## src/rtl/hz_pkg.sv

```systemverilog
package hz_pkg;
  localparam int unsigned REG_AW = 5;
  localparam int unsigned DATA_W = 32;
  localparam int unsigned NSRC   = 2;

  typedef enum logic [1:0] {
    SEL_RF  = 2'd0,
    SEL_WB  = 2'd1,
    SEL_MEM = 2'd2,
    SEL_EX  = 2'd3
  } fwd_sel_e;
endpackage

```

## src/rtl/hz_src_select.sv

```systemverilog
module hz_src_select
  import hz_pkg::*;
#(
  parameter int unsigned AW = REG_AW
) (
  input  logic          use_i,
  input  logic [AW-1:0] rs_i,
  input  logic          ex_valid_i,
  input  logic          ex_we_i,
  input  logic          ex_load_i,
  input  logic [AW-1:0] ex_rd_i,
  input  logic          mem_valid_i,
  input  logic          mem_we_i,
  input  logic [AW-1:0] mem_rd_i,
  input  logic          wb_valid_i,
  input  logic          wb_we_i,
  input  logic [AW-1:0] wb_rd_i,
  output fwd_sel_e      sel_o,
  output logic          load_hz_o
);
  localparam logic [AW-1:0] ZERO_REG = '0;

  logic live;
  logic hit_ex, hit_mem, hit_wb;

  always_comb begin
    live    = use_i && (rs_i != ZERO_REG);
    hit_ex  = live && ex_valid_i  && ex_we_i  && (ex_rd_i  == rs_i);
    hit_mem = live && mem_valid_i && mem_we_i && (mem_rd_i == rs_i);
    hit_wb  = live && wb_valid_i  && wb_we_i  && (wb_rd_i  == rs_i);

    if (hit_ex)       sel_o = SEL_EX;
    else if (hit_mem) sel_o = SEL_MEM;
    else if (hit_wb)  sel_o = SEL_WB;
    else              sel_o = SEL_RF;

    load_hz_o = hit_ex && ex_load_i;
  end
endmodule

```

## src/rtl/hz_opnd_mux.sv

```systemverilog
module hz_opnd_mux
  import hz_pkg::*;
#(
  parameter int unsigned AW = REG_AW,
  parameter int unsigned DW = DATA_W
) (
  input  fwd_sel_e      sel_i,
  input  logic [AW-1:0] rs_i,
  input  logic [DW-1:0] rf_i,
  input  logic [DW-1:0] wb_i,
  input  logic [DW-1:0] mem_i,
  input  logic [DW-1:0] ex_i,
  output logic [DW-1:0] opnd_o
);
  always_comb begin
    unique case (sel_i)
      SEL_EX:  opnd_o = ex_i;
      SEL_MEM: opnd_o = mem_i;
      SEL_WB:  opnd_o = wb_i;
      default: opnd_o = (rs_i == '0) ? '0 : rf_i;
    endcase
  end
endmodule

```

## src/rtl/hz_stall_ctl.sv

```systemverilog
module hz_stall_ctl
  import hz_pkg::*;
#(
  parameter int unsigned N = NSRC
) (
  input  logic         clk,
  input  logic         rst_n,
  input  logic         id_valid_i,
  input  logic [N-1:0] load_hz_i,
  input  logic         ex_valid_i,
  input  logic         ex_load_i,
  output logic         stall_o,
  output logic         bubble_o
);
  logic any_hz;

  always_comb begin
    any_hz   = |load_hz_i;
    stall_o  = id_valid_i && any_hz;
    bubble_o = stall_o;
  end

  // a stall is only ever caused by a load sitting in execute
  a_r7_stall_needs_load: assert property (@(posedge clk) disable iff (!rst_n)
    stall_o |-> (ex_valid_i && ex_load_i));

  // an empty decode slot never stalls
  a_r9_idle_no_stall: assert property (@(posedge clk) disable iff (!rst_n)
    !id_valid_i |-> !stall_o);
endmodule

```

## src/rtl/dec_hazard_unit.sv

```systemverilog
module dec_hazard_unit
  import hz_pkg::*;
#(
  parameter int unsigned AW = REG_AW,
  parameter int unsigned DW = DATA_W
) (
  input  logic          clk,
  input  logic          rst_n,
  input  logic          id_valid,
  input  logic [AW-1:0] id_rs1,
  input  logic [AW-1:0] id_rs2,
  input  logic          id_use1,
  input  logic          id_use2,
  input  logic          ex_valid,
  input  logic          ex_we,
  input  logic          ex_load,
  input  logic [AW-1:0] ex_rd,
  input  logic [DW-1:0] ex_result,
  input  logic          mem_valid,
  input  logic          mem_we,
  input  logic [AW-1:0] mem_rd,
  input  logic [DW-1:0] mem_result,
  input  logic          wb_valid,
  input  logic          wb_we,
  input  logic [AW-1:0] wb_rd,
  input  logic [DW-1:0] wb_data,
  input  logic [DW-1:0] rf_rdata1,
  input  logic [DW-1:0] rf_rdata2,
  output logic [1:0]    fwd_sel1,
  output logic [1:0]    fwd_sel2,
  output logic [DW-1:0] opnd1,
  output logic [DW-1:0] opnd2,
  output logic          stall_fd,
  output logic          ex_bubble
);
  localparam int unsigned N = NSRC;

  logic [N-1:0][AW-1:0] rs_a;
  logic [N-1:0]         use_a;
  logic [N-1:0][DW-1:0] rf_a;
  logic [N-1:0][DW-1:0] opnd_a;
  fwd_sel_e             sel_a [N];
  logic [N-1:0]         load_hz_a;

  always_comb begin
    rs_a[0]  = id_rs1;    rs_a[1]  = id_rs2;
    use_a[0] = id_use1;   use_a[1] = id_use2;
    rf_a[0]  = rf_rdata1; rf_a[1]  = rf_rdata2;
  end

  for (genvar g = 0; g < N; g++) begin : g_src
    hz_src_select #(.AW(AW)) u_sel (
      .use_i      (use_a[g]),
      .rs_i       (rs_a[g]),
      .ex_valid_i (ex_valid),
      .ex_we_i    (ex_we),
      .ex_load_i  (ex_load),
      .ex_rd_i    (ex_rd),
      .mem_valid_i(mem_valid),
      .mem_we_i   (mem_we),
      .mem_rd_i   (mem_rd),
      .wb_valid_i (wb_valid),
      .wb_we_i    (wb_we),
      .wb_rd_i    (wb_rd),
      .sel_o      (sel_a[g]),
      .load_hz_o  (load_hz_a[g])
    );

    hz_opnd_mux #(.AW(AW), .DW(DW)) u_mux (
      .sel_i (sel_a[g]),
      .rs_i  (rs_a[g]),
      .rf_i  (rf_a[g]),
      .wb_i  (wb_data),
      .mem_i (mem_result),
      .ex_i  (ex_result),
      .opnd_o(opnd_a[g])
    );

    // an execute-sourced operand carries the execute result
    a_r1_ex_value: assert property (@(posedge clk) disable iff (!rst_n)
      (sel_a[g] == SEL_EX) |-> (opnd_a[g] == ex_result));

    // register zero always reads as zero from the register file slot
    a_r6_zero_reg: assert property (@(posedge clk) disable iff (!rst_n)
      (rs_a[g] == '0) |-> ((sel_a[g] == SEL_RF) && (opnd_a[g] == '0)));

    // a disabled source never requests a stall
    a_r8_unused_quiet: assert property (@(posedge clk) disable iff (!rst_n)
      !use_a[g] |-> !load_hz_a[g]);
  end

  hz_stall_ctl #(.N(N)) u_stall (
    .clk       (clk),
    .rst_n     (rst_n),
    .id_valid_i(id_valid),
    .load_hz_i (load_hz_a),
    .ex_valid_i(ex_valid),
    .ex_load_i (ex_load),
    .stall_o   (stall_fd),
    .bubble_o  (ex_bubble)
  );

  always_comb begin
    fwd_sel1 = sel_a[0];
    fwd_sel2 = sel_a[1];
    opnd1    = opnd_a[0];
    opnd2    = opnd_a[1];
  end

  // holding decode always comes with an empty slot into execute
  a_r7_bubble_pair: assert property (@(posedge clk) disable iff (!rst_n)
    stall_fd |-> ex_bubble);
endmodule

```

## config.mk

```make
export PLATFORM = sky130hd
export DESIGN_NAME = dec_hazard_unit
export DESIGN_NICKNAME = d
export VERILOG_FILES = /design/src/rtl/hz_pkg.sv /design/src/rtl/hz_src_select.sv /design/src/rtl/hz_opnd_mux.sv /design/src/rtl/hz_stall_ctl.sv /design/src/rtl/dec_hazard_unit.sv
export SDC_FILE = /design/constraint.sdc
export NUM_CORES = 1
export LEC_CHECK = 0
export ABC_AREA = 1
export BUFFER_PORTS_ARGS = -buffer_cell sky130_fd_sc_hd__buf_2
export CORE_ASPECT_RATIO = 1.4
export CORE_MARGIN = 5
export CORE_UTILIZATION = 35
export DETAILED_ROUTE_END_ITERATION = 8
export PLACE_DENSITY = 0.73
export SLEW_MARGIN = 20
export SYNTH_ARGS = -nofsm -noshare
export SYNTH_HDL_FRONTEND = slang
export SYNTH_SLANG_ARGS = --single-unit
```

## constraint.sdc

```tcl
create_clock -name vclk -period 1.4
set_input_delay 0.07 -clock vclk [all_inputs]
set_output_delay 0.07 -clock vclk [all_outputs]
set_load 0.05 [all_outputs]
```

==> results.py <==
metrics = {
    "power": {
        "p_sw_mw": 1.499,
        "internal_power_mw": 1.057,
        "p_sw_share_pct": 58.65,
        "power_mw": 2.557,
        "p_leak_nw": 4.246,
        "p_comb_share_pct": 100.0,
        "ir_drop_uv": 282.1,
        "seqPwrFrac_pct": 0,
        "clkPwrFrac_pct": 0,
        "powerDensity_nw_per_um2": 312.5,
    },
    "sta": {
        "fin_tns_setup_ns": -15.37,
        "period_share_pct": 145.1,
        "slew_headroom_pct": 46.91,
        "rsz0062_at_grt": "true",
        "max_freq_mhz": 492.4,
        "slew_violations": 0,
        "hold_slack_ns": 0.4763,
        "hold_violations": 0,
        "setup_slack_ns": -0.6311,
        "tightest_slew_ns": 0.7963,
        "finalSetupViolCount": 67,
        "period_minus_slack_ns": 2.031,
    },
    "cells_and_area": {
        "clkbuf_count": 0,
        "seq_cell_count": 0,
        "syn_to_final_growth_pct": 146.9,
        "utilization_pct": 87.45,
        "fin_area_um2": 8180,
        "final_cells": 1120,
        "layout_commonest_cell": "buf_2",
        "drive_above_1_share_pct": 64.88,
        "final_cell_mix": "buf_2 (180), nand2_1 (133), nand3_1 (101)",
        "fillCellCount": 476,
        "layout.nets": 1207,
        "ff_latch_area_um2": 0,
    },
    "worst_setup_path": {
        "worst_ep_required_time_ns": 1.33,
        "arrival_ns": 1.96,
        "crit_fanout": 5,
        "criticalPathCategory": "input port to output pin",
        "end_kind": "output pin",
        "critPathLaunchType": "input port",
    },
    "run_status": {
        "status": "finished with violations",
        "violations": "design-rule violations, negative setup slack",
    },
    "yosys": {
        "synth-xor-area-share_pct": 0.7931,
        "synth_warnings": 0,
        "synthAdderAreaFrac_pct": 0,
        "synth-simple-area-share_pct": 81.23,
        "synth_nets": 898,
        "synth.area.mux_share_pct": 0,
        "synth_compound_area_share_pct": 2.077,
        "syn_inst": 701,
        "ys_seq_area_share_pct": 0,
        "synth_top_family_by_area": "simple AND/OR/NAND/NOR gates",
        "synthDistinctLibCells": 25,
        "syn_area_um2": 3313,
        "postSynthAreaPerCell_um2": 4.726,
    },
    "place": {
        "routabilityCongestion": 0.9800,
        "io_buffers": 265,
        "placed_area_um2": 5404,
        "pre_cts_slack_ns": -0.3653,
        "dp_cells": 1078,
        "dp_hpwl_um": 14350,
    },
    "route": {
        "drc": 8,
        "ant_nets": 0,
        "via_count": 7285,
        "drt_pass1_iterations": 9,
        "drt-wirelength-per-cell_um": 23.79,
        "wl_um": 26640,
        "vias_per_cell": 6.504,
        "drtIter0Drc": 1080,
    },
    "die": {
        "die_height_um": 125.1,
        "std_cell_rows": 42,
        "ios": 267,
        "die_w_um": 92.23,
        "die_area_um2": 11540,
        "coreArea_um2": 9354,
        "initial_core_util_pct": 35.42,
    },
    "flow_run": {
        "max_cap_violations": 0,
    },
    "hold_path": {
        "hold_path_class": "input port to output pin",
    },
    "global_routing": {
        "overflow": 0,
        "antenna_found_initial": 3,
        "grt_max_degree": 33,
        "grt_pass1_vias": 6679,
        "grtUsageTotal_pct": 35.89,
        "grt_pass1_wl_um": 34070,
    },
}
-- power groups by stage --
stage	combinational (mW)	clock (mW)	sequential [mW]
final	2.56	0.000000193	0
after global routing	2.66	0.000000192	0
after CTS	2.24	0	0
after detailed placement	1.68	0	0
after global placement	1.67	0	0
after floorplan	1.05	0	0
-- cells in the mapped netlist, drive strengths merged --
master	number	share of area (%)
a21oi	7	1.1
buf	37	8.1
clkbuf	15	1.7
inv	53	6.1
nand2	299	35
nand3	162	26
nand4	78	15
nor2	40	5.6
o211ai	1	0.23
o21ai	4	0.60
o22ai	1	0.19
or2	1	0.19
xnor2	1	0.26
xor2	2	0.53
-- critical path, cell delays in order --
cell	delay [ns]
buf_6	0.11
buf_4	0.13
nand2_2	0.06
nand2_1	0.06
nor2_2	0.12
nand3_2	0.13
nor2_4	0.20
buf_12	0.15
buf_16	0.11
nand2_1	0.18
nand3_1	0.27
nand2_2	0.12
nand2_4	0.10
buf_8	0.14
-- area by class of cell --
class                           instances  area [um2]  share of cell area, %
Timing Repair Buffer                  359        3482                  42.57
Tap cell                              110       137.6                  1.682
Multi-Input combinational cell        596        4319                  52.80
Inverter                               53       236.5                  2.891
Antenna cell                            2       5.005                0.06118
-- timing repair --
item,CTS,global route
buffers inserted,19,8
hold buffers,0,0
pin swaps,46,93
cloned,12,4
setup endpoints to repair,69,70
resized for setup,408,207
hold endpoints to repair,0,0
-- logic make-up after synthesis --
logic type,Yosys count
xor gates and xnor gates,3
and+or+nand+nor,580
buffers and inverters,105
AOI/OAI and AO/OA,13
-- path summary, 6_finish.rpt --
kind / startpoint / endpoint / slack, ns / cells past startpoint
worst max-delay path: ex_rd[1] / opnd1[24] / -0.63 / 14
worst min-delay path: rf_rdata2[26] / opnd2[26] / 0.48 / 4
-- metal layers --
layer	track usage (%)	up-vias	routed length [um]
met3	6.490	269	3409
met1	39.41	3289	8142
met4	19.51	4	2662
li1	-	2990	-
met2	64.37	733	12400
met5	0	-	30
No activity file was read; power rests on OpenSTA's default activity.
